**config.mk**
```make
export PLATFORM = sky130hd
export DESIGN_NAME = owire_slot_master
export DESIGN_NICKNAME = d
export VERILOG_FILES = /design/src/rtl/owm_pkg.sv /design/src/rtl/owm_tick_gen.sv /design/src/rtl/owm_sync.sv /design/src/rtl/owm_slot_fsm.sv /design/src/rtl/owire_slot_master.sv
export SDC_FILE = /design/constraint.sdc
export NUM_CORES = 1
export LEC_CHECK = 0
export ABC_AREA = 1
export BUFFER_PORTS_ARGS = -buffer_cell sky130_fd_sc_hd__buf_2
export CORE_MARGIN = 3
export CORE_UTILIZATION = 59
export DETAILED_ROUTE_END_ITERATION = 8
export PLACE_DENSITY = 0.84
export SLEW_MARGIN = 5
export SYNTH_ARGS = -nofsm -noshare
export SYNTH_HDL_FRONTEND = slang
export SYNTH_SLANG_ARGS = --single-unit
```
**constraint.sdc**
```tcl
create_clock -name clk_i -period 2.2 [get_ports clk_i]
set_clock_uncertainty 0.1 [all_clocks]
set_input_delay 0.22 -clock clk_i [delete_from_list [all_inputs] [get_ports clk_i]]
set_output_delay 0.22 -clock clk_i [all_outputs]
set_load 0.01 [all_outputs]
```
**src/rtl/owm_pkg.sv**
```systemverilog
package owm_pkg;
  localparam int CMD_W   = 4;
  localparam int CMD_WR1 = 0;
  localparam int CMD_WR0 = 1;
  localparam int CMD_RD  = 2;
  localparam int CMD_RST = 3;
  localparam int US_W    = 10;

  localparam logic [US_W-1:0] T_RECOVERY = US_W'(410);

  typedef enum logic [2:0] {
    ST_RECOV, ST_IDLE, ST_LOW, ST_WAIT1, ST_WAIT2
  } owm_state_e;

  typedef struct packed {
    logic [US_W-1:0] low_us;   // pull duration
    logic [US_W-1:0] smp_us;   // release to sample
    logic [US_W-1:0] tail_us;  // sample to done
  } slot_time_t;

  function automatic slot_time_t slot_time(input logic [CMD_W-1:0] cmd);
    slot_time_t t;
    t = '{low_us: US_W'(6), smp_us: US_W'(64), tail_us: US_W'(0)};
    if (cmd[CMD_WR0]) t = '{low_us: US_W'(60),  smp_us: US_W'(10), tail_us: US_W'(0)};
    if (cmd[CMD_RD])  t = '{low_us: US_W'(6),   smp_us: US_W'(9),  tail_us: US_W'(55)};
    if (cmd[CMD_RST]) t = '{low_us: US_W'(480), smp_us: US_W'(70), tail_us: US_W'(410)};
    return t;
  endfunction
endpackage

```
**src/rtl/owm_tick_gen.sv**
```systemverilog
module owm_tick_gen #(
  parameter int CLK_PER_US = 125
) (
  input  logic clk_i,
  input  logic rst_ni,
  input  logic restart_i,
  output logic tick_o
);
  localparam int CW = (CLK_PER_US > 1) ? $clog2(CLK_PER_US) : 1;
  localparam logic [CW-1:0] LIM = CW'(CLK_PER_US - 1);

  logic [CW-1:0] pre_q;

  always_ff @(posedge clk_i or negedge rst_ni) begin
    if (!rst_ni)                   pre_q <= '0;
    else if (restart_i || tick_o)  pre_q <= '0;
    else                           pre_q <= pre_q + 1'b1;
  end

  assign tick_o = (pre_q == LIM);

  generate
    if (CLK_PER_US > 1) begin : g_gap
      AST_TICK_GAP: assert property (@(posedge clk_i) disable iff (!rst_ni)
        tick_o |=> !tick_o) else $error("tick too dense");
    end
  endgenerate
endmodule

```
**src/rtl/owm_sync.sv**
```systemverilog
module owm_sync #(
  parameter int NUM_LANES = 4
) (
  input  logic                 clk_i,
  input  logic                 rst_ni,
  input  logic [NUM_LANES-1:0] bus_i,
  output logic [NUM_LANES-1:0] bus_s_o
);
  for (genvar l = 0; l < NUM_LANES; l++) begin : g_lane
    logic ff1_q, ff2_q;
    always_ff @(posedge clk_i or negedge rst_ni) begin
      if (!rst_ni) begin
        ff1_q <= 1'b1;
        ff2_q <= 1'b1;
      end else begin
        ff1_q <= bus_i[l];
        ff2_q <= ff1_q;
      end
    end
    assign bus_s_o[l] = ff2_q;
  end
endmodule

```
**src/rtl/owm_slot_fsm.sv**
```systemverilog
module owm_slot_fsm
  import owm_pkg::*;
#(
  parameter int NUM_LANES = 4
) (
  input  logic                 clk_i,
  input  logic                 rst_ni,
  input  logic                 tick_i,
  input  logic                 accept_i,
  input  logic [CMD_W-1:0]     cmd_i,
  input  logic [NUM_LANES-1:0] mask_i,
  input  logic [NUM_LANES-1:0] bus_s_i,
  output logic                 ready_o,
  output logic                 done_o,
  output logic                 rd_bit_o,
  output logic [NUM_LANES-1:0] presence_o,
  output logic [NUM_LANES-1:0] pull_o
);
  owm_state_e          state_q;
  logic [US_W-1:0]     us_q;
  logic [CMD_W-1:0]    cmd_q;
  logic [NUM_LANES-1:0] mask_q;
  slot_time_t          tim_cur, tim_new;
  logic                last_us;

  assign tim_cur = slot_time(cmd_q);
  assign tim_new = slot_time(cmd_i);
  assign last_us = tick_i && (us_q == US_W'(1));
  assign ready_o = (state_q == ST_IDLE);

  always_ff @(posedge clk_i or negedge rst_ni) begin
    if (!rst_ni) begin
      state_q    <= ST_RECOV;
      us_q       <= T_RECOVERY;
      cmd_q      <= '0;
      mask_q     <= '0;
      pull_o     <= '0;
      done_o     <= 1'b0;
      rd_bit_o   <= 1'b0;
      presence_o <= '0;
    end else begin
      done_o <= 1'b0;
      if (tick_i && !last_us && state_q != ST_IDLE) us_q <= us_q - 1'b1;
      unique case (state_q)
        ST_RECOV: if (last_us) state_q <= ST_IDLE;
        ST_IDLE: if (accept_i) begin
          state_q <= ST_LOW;
          cmd_q   <= cmd_i;
          mask_q  <= mask_i;
          pull_o  <= mask_i;
          us_q    <= tim_new.low_us;
        end
        ST_LOW: if (last_us) begin
          pull_o  <= '0;
          state_q <= ST_WAIT1;
          us_q    <= tim_cur.smp_us;
        end
        ST_WAIT1: if (last_us) begin
          if (cmd_q[CMD_RD])  rd_bit_o   <= |(bus_s_i & mask_q);
          if (cmd_q[CMD_RST]) presence_o <= ~bus_s_i & mask_q;
          if (tim_cur.tail_us == '0) begin
            state_q <= ST_IDLE;
            done_o  <= 1'b1;
          end else begin
            state_q <= ST_WAIT2;
            us_q    <= tim_cur.tail_us;
          end
        end
        ST_WAIT2: if (last_us) begin
          state_q <= ST_IDLE;
          done_o  <= 1'b1;
        end
        default: state_q <= ST_IDLE;
      endcase
    end
  end

  AST_DONE_ONE_CYCLE: assert property (@(posedge clk_i) disable iff (!rst_ni)
    done_o |=> !done_o) else $error("done longer than one cycle");
  AST_DONE_WHEN_READY: assert property (@(posedge clk_i) disable iff (!rst_ni)
    done_o |-> ready_o) else $error("done while busy");
  AST_PULL_AFTER_ACCEPT: assert property (@(posedge clk_i) disable iff (!rst_ni)
    $rose(|pull_o) |-> $past(accept_i)) else $error("pull without command");
  AST_PULL_ON_TICK: assert property (@(posedge clk_i) disable iff (!rst_ni)
    !$stable(pull_o) |-> $past(tick_i || accept_i)) else $error("pull moved off tick");
endmodule

```
**src/rtl/owire_slot_master.sv**
```systemverilog
module owire_slot_master
  import owm_pkg::*;
#(
  parameter int CLK_PER_US = 125,
  parameter int NUM_LANES  = 4
) (
  input  logic                 clk_i,
  input  logic                 rst_ni,
  input  logic                 cmd_valid_i,
  output logic                 cmd_ready_o,
  input  logic [CMD_W-1:0]     cmd_i,
  input  logic [NUM_LANES-1:0] lane_mask_i,
  output logic                 done_o,
  output logic                 rd_bit_o,
  output logic [NUM_LANES-1:0] presence_o,
  output logic [NUM_LANES-1:0] bus_pull_o,
  input  logic [NUM_LANES-1:0] bus_i
);
  logic                 tick, accept, legal;
  logic [NUM_LANES-1:0] bus_s;

  // read may name only one lane; writes and reset take any non-empty mask
  assign legal  = $onehot(cmd_i) && (lane_mask_i != '0) &&
                  (!cmd_i[CMD_RD] || $onehot(lane_mask_i));
  assign accept = cmd_valid_i && cmd_ready_o && legal;

  owm_tick_gen #(.CLK_PER_US(CLK_PER_US)) u_tick (
    .clk_i, .rst_ni, .restart_i(accept), .tick_o(tick)
  );

  owm_sync #(.NUM_LANES(NUM_LANES)) u_sync (
    .clk_i, .rst_ni, .bus_i, .bus_s_o(bus_s)
  );

  owm_slot_fsm #(.NUM_LANES(NUM_LANES)) u_fsm (
    .clk_i, .rst_ni,
    .tick_i(tick), .accept_i(accept), .cmd_i, .mask_i(lane_mask_i),
    .bus_s_i(bus_s), .ready_o(cmd_ready_o), .done_o, .rd_bit_o,
    .presence_o, .pull_o(bus_pull_o)
  );

  AST_IGNORE_ILLEGAL: assert property (@(posedge clk_i) disable iff (!rst_ni)
    (cmd_valid_i && cmd_ready_o && !legal) |=> (cmd_ready_o && bus_pull_o == '0))
    else $error("illegal request acted on");
endmodule

```
==> results.toml <==
[placement]
hpwl_um = 4720
detailed_place.area_um2 = 3000
port-buffer-count = 25
place.gp.congestion = 0.971
placed_cells = 423

[critical_path]
startpoint_type = "input pin"
crit_family = "adder cells"
crit_path_max_fo = 6
critical_path_arrival_ps = 2390
worstPathCellList = "buf_8 > inv_8 > fa_1 > inv_1 > ha_2 > ha_4 > nand3b_1 > nor2_2 > nand3_4 > buf_4 > inv_1 > nand4_1 > and3_1 > nand2_1"
worst_setup_path_end_kind = "register"
critPathKind = "input pin to register"
worst_path_most_repeated_cell = "sky130_fd_sc_hd__inv_1"
timing.critical_path.slowest_stage_cell = "sky130_fd_sc_hd__fa_1"
worst_path_largest_cell_delay_ps = 520
required_ps = 2340
cp.buffers_inverters = 5

[final_layout]
nNetsFinal = 417
layout-area-overhead-vs-synth_pct = 21.0
fin_area_um2 = 3230
final_cell_count_no_fill = 442
final_util_pct = 77.5
fillers = 301
drive_above_1_share_pct = 28.3
insertedDiodeCount = 0

[sta]
report.final.slew_viol_count = 0
slew-limit-headroom_pct = 64.2
clock.fmax_mhz = 445
final.period_utilization_pct = 102
setup_violations = 6
unrepaired_setup_endpoints_after_global_routing = "true"
hold_violation_count_in_the_final_report = 0
timing.final.ws_setup_ps = -45.2
layout_min_cycle_time_ps = 2250
worstMarginPinSlew_ps = 537

[synth]
synth-seq-area-share_pct = 42.8
postSynthNetCount = 360
ys_ff_latch = 45
netlist_area_um2 = 2670
synth-warning-count = 0
synthCells = 334
yosys.cell_types.count = 33
synth.avg_cell_area_um2 = 8.00

[floorplan]
start_util_pct = 64.0
die_width_um = 73.3
std_cell_core_area_um2 = 4170
die_h_um = 73.3
floorplan.io_pins = 26
rows = 23
die-area_um2 = 5370

[clock_tree]
tritoncts = "built"
clkLatencyLatePin_ps = 300
clkSlewWorstSetupHoldPaths_ps = 90
clock_tree.htree_level_count = 2
cts-buffers-inserted = 5
cts-root-to-sink-buffers = 2
ctsRootBufferMaster = "sky130_fd_sc_hd__clkbuf_8"
clock_sinks = 45

[hold_path]
hold_path_class = "input pin to register"

[global_routing]
first_pass_grt_wire_length_um = 10800
gr-total-overflow = 0
grt.total_usage_pct = 26.2
antenna_found_initial = 0
via_count_of_the_first_global_routing_pass = 2353
grt_start_max_net_pins = 24

[detailed_routing]
detailedRoute.firstIterationViolations = 176
routed-via-count = 2383
drtPass1Iterations = 5
drt-wirelength-per-cell_um = 14.6
route.antenna.remaining_nets = 0
via_per_inst = 5.39
final_wirelength_um = 6460
drc = 0

[power]
power.ir.vdd_worst_mv = 0.681
power_per_cell_area_nw_per_um2 = 1030
static-leakage-power_nw = 1.71
total_power_mw = 3.32

[status]
run_status = "finished, violations left"
violated_checks = "setup timing"

[job]
max_capacitance_violation_count = 0
## logic make-up (layout without fill, tap and decap cells)
group / count (synthesis) / in the layout / share of synthesized area, %
buf+inv: 56 / 114 / 7.92
fa+ha+maj: 11 / 11 / 5.71
simple gates: 177 / 177 / 33.0
xor+xnor: 9 / 9 / 2.95
flops: 45 / 45 / 42.8
compound gates: 36 / 36 / 7.68
## cell type report
class	instances	area [um2]	share of cell area, %
Clock buffer	5	68.8	2.13
Timing Repair Buffer	52	369	11.4
Sequential cell	45	1140	35.3
Inverter	54	213	6.58
Tap cell	50	62.6	1.93
Multi-Input combinational cell	233	1360	41.9
Clock inverter	3	22.5	0.697
## where the power goes
part / internal (mW) / switching, mW / leakage [nW]
Clock: 0.226 / 0.292 / 0.0481
Combinational: 0.567 / 0.989 / 1.12
Sequential: 1.06 / 0.194 / 0.543
## routing by layer
| layer | global-route usage, % | part of all wire, % |
|---|---|---|
| met4 | 6.76 | 1.3 |
| met2 | 42.9 | 50 |
| met3 | 4.65 | 3.8 |
| met1 | 35.9 | 44 |
| met5 | 0 | 0 |
## worst reg2reg max path: stages (launching register included)
cell	delay, ps
sky130_fd_sc_hd__dfstp_2	540
sky130_fd_sc_hd__inv_1	80
sky130_fd_sc_hd__ha_1	220
sky130_fd_sc_hd__nand3_1	100
sky130_fd_sc_hd__nor2_2	70
sky130_fd_sc_hd__nor2_1	180
sky130_fd_sc_hd__buf_4	190
sky130_fd_sc_hd__nand2_1	50
sky130_fd_sc_hd__o21ai_0	90
sky130_fd_sc_hd__inv_1	60
sky130_fd_sc_hd__nand2_1	70
sky130_fd_sc_hd__nand2_1	40
## per-stage QoR
step                      hold slack [ps]  setup TNS [ps]  worst slack [ps]
after CTS                             118               0              11.7
after global placement                122           -6140              -303
after floorplan                      -176            -170             -56.6
after global routing                  157            -838              -108
final                                 123            -107             -45.2
after detailed placement              124           -7380              -349
## synthesized netlist by cell type
| master | count | area [um2] |
|---|---|---|
| sky130_fd_sc_hd__xnor2_1 | 3 | 26.3 |
| sky130_fd_sc_hd__fa_1 | 2 | 40.0 |
| sky130_fd_sc_hd__dfrtp_1 | 32 | 801 |
| sky130_fd_sc_hd__a22o_1 | 1 | 8.76 |
| sky130_fd_sc_hd__dfstp_2 | 13 | 342 |
| sky130_fd_sc_hd__nand4_1 | 6 | 37.5 |
| sky130_fd_sc_hd__ha_1 | 9 | 113 |
| sky130_fd_sc_hd__nand2_1 | 76 | 285 |
| sky130_fd_sc_hd__a21o_1 | 1 | 7.51 |
| sky130_fd_sc_hd__o21ai_0 | 22 | 110 |
| sky130_fd_sc_hd__nand2_2 | 5 | 31.3 |
| sky130_fd_sc_hd__clkbuf_1 | 1 | 3.75 |
| sky130_fd_sc_hd__nor3_1 | 3 | 15.0 |
| sky130_fd_sc_hd__nand3_1 | 24 | 120 |
| sky130_fd_sc_hd__nor2_1 | 39 | 146 |
| sky130_fd_sc_hd__xor2_1 | 6 | 52.6 |
| sky130_fd_sc_hd__nor2_4 | 8 | 90.1 |
| sky130_fd_sc_hd__a31oi_1 | 1 | 6.26 |
| sky130_fd_sc_hd__nand3_4 | 3 | 52.6 |
| sky130_fd_sc_hd__and3_1 | 1 | 6.26 |
| sky130_fd_sc_hd__inv_1 | 51 | 191 |
| sky130_fd_sc_hd__a221oi_1 | 1 | 8.76 |
| sky130_fd_sc_hd__o22ai_1 | 1 | 6.26 |
| sky130_fd_sc_hd__buf_2 | 1 | 5.00 |
| sky130_fd_sc_hd__o21bai_1 | 1 | 7.51 |
| sky130_fd_sc_hd__o31ai_1 | 4 | 30.0 |
| sky130_fd_sc_hd__a21oi_1 | 3 | 15.0 |
| sky130_fd_sc_hd__nand2_4 | 3 | 33.8 |
| sky130_fd_sc_hd__inv_2 | 3 | 11.3 |
| sky130_fd_sc_hd__nor3b_1 | 2 | 15.0 |
| sky130_fd_sc_hd__nand3b_1 | 3 | 22.5 |
| sky130_fd_sc_hd__o21ai_1 | 1 | 5.00 |
| sky130_fd_sc_hd__nor2_2 | 4 | 25.0 |
## what timing repair did
item | CTS | global route
endpoints found under the setup margin | 4 | 26
endpoints found under the hold margin | 20 | 0
hold buffers | 5 | 0
pin swaps | 8 | 11
buffers inserted | 4 | 2
resized for setup | 9 | 8
## path summary, 6_finish.rpt
| path | from | endpoint | slack (ps) | depth (start not counted) |
|---|---|---|---|---|
| max in group asynchronous | rst_ni | u_sync.g_lane[1].ff1_q$_DFF_PN1_ | 1070 | 3 |
| worst max register to register | u_fsm.us_q[1]$_DFF_PN1_ | u_fsm.us_q[6]$_DFF_PN0_ | 310 | 11 |
| worst min register to register | u_sync.g_lane[1].ff1_q$_DFF_PN1_ | u_sync.g_lane[1].ff2_q$_DFF_PN1_ | 260 | 0 |
| worst min-delay path | lane_mask_i[2] | u_fsm.mask_q[2]$_DFFE_PN0P_ | 120 | 3 |
| worst max-delay path | cmd_i[0] | u_fsm.us_q[3]$_DFF_PN1_ | -50 | 14 |
| min in group asynchronous | rst_ni | u_fsm.state_q[0]$_DFFE_PN0P_ | 340 | 2 |
## sequential cells by signal (all words and copies together), names as in the netlist
| signal | flops |
|---|---|
| u_fsm.cmd_q | 3 |
| u_fsm.done_o | 1 |
| u_fsm.mask_q | 4 |
| u_fsm.presence_o | 4 |
| u_fsm.pull_o | 4 |
| u_fsm.rd_bit_o | 1 |
| u_fsm.state_q | 3 |
| u_fsm.us_q | 10 |
| u_sync.g_lane.ff1_q | 4 |
| u_sync.g_lane.ff2_q | 4 |
| u_tick.pre_q | 7 |
## placed cells by master, fill, tap and decap left out, types with 2 or more instances in the layout
cell type / synthesis / routed
sky130_fd_sc_hd__a21oi_1: 3 / 3
sky130_fd_sc_hd__buf_2: 1 / 23
sky130_fd_sc_hd__buf_4: 0 / 21
sky130_fd_sc_hd__clkbuf_8: 0 / 5
sky130_fd_sc_hd__clkinv_4: 0 / 2
sky130_fd_sc_hd__dfrtp_1: 32 / 32
sky130_fd_sc_hd__dfstp_2: 13 / 13
sky130_fd_sc_hd__dlygate4sd3_1: 0 / 5
sky130_fd_sc_hd__fa_1: 2 / 2
sky130_fd_sc_hd__ha_1: 9 / 6
sky130_fd_sc_hd__ha_2: 0 / 2
sky130_fd_sc_hd__inv_1: 51 / 45
sky130_fd_sc_hd__inv_2: 3 / 7
sky130_fd_sc_hd__nand2_1: 76 / 70
sky130_fd_sc_hd__nand2_2: 5 / 11
sky130_fd_sc_hd__nand2_4: 3 / 3
sky130_fd_sc_hd__nand3_1: 24 / 24
sky130_fd_sc_hd__nand3_4: 3 / 3
sky130_fd_sc_hd__nand3b_1: 3 / 3
sky130_fd_sc_hd__nand4_1: 6 / 6
sky130_fd_sc_hd__nor2_1: 39 / 37
sky130_fd_sc_hd__nor2_2: 4 / 6
sky130_fd_sc_hd__nor2_4: 8 / 8
sky130_fd_sc_hd__nor3_1: 3 / 3
sky130_fd_sc_hd__nor3b_1: 2 / 2
sky130_fd_sc_hd__o21ai_0: 22 / 22
sky130_fd_sc_hd__o31ai_1: 4 / 4
sky130_fd_sc_hd__xnor2_1: 3 / 3
sky130_fd_sc_hd__xor2_1: 6 / 6
(Power assumes the default switching activity.)
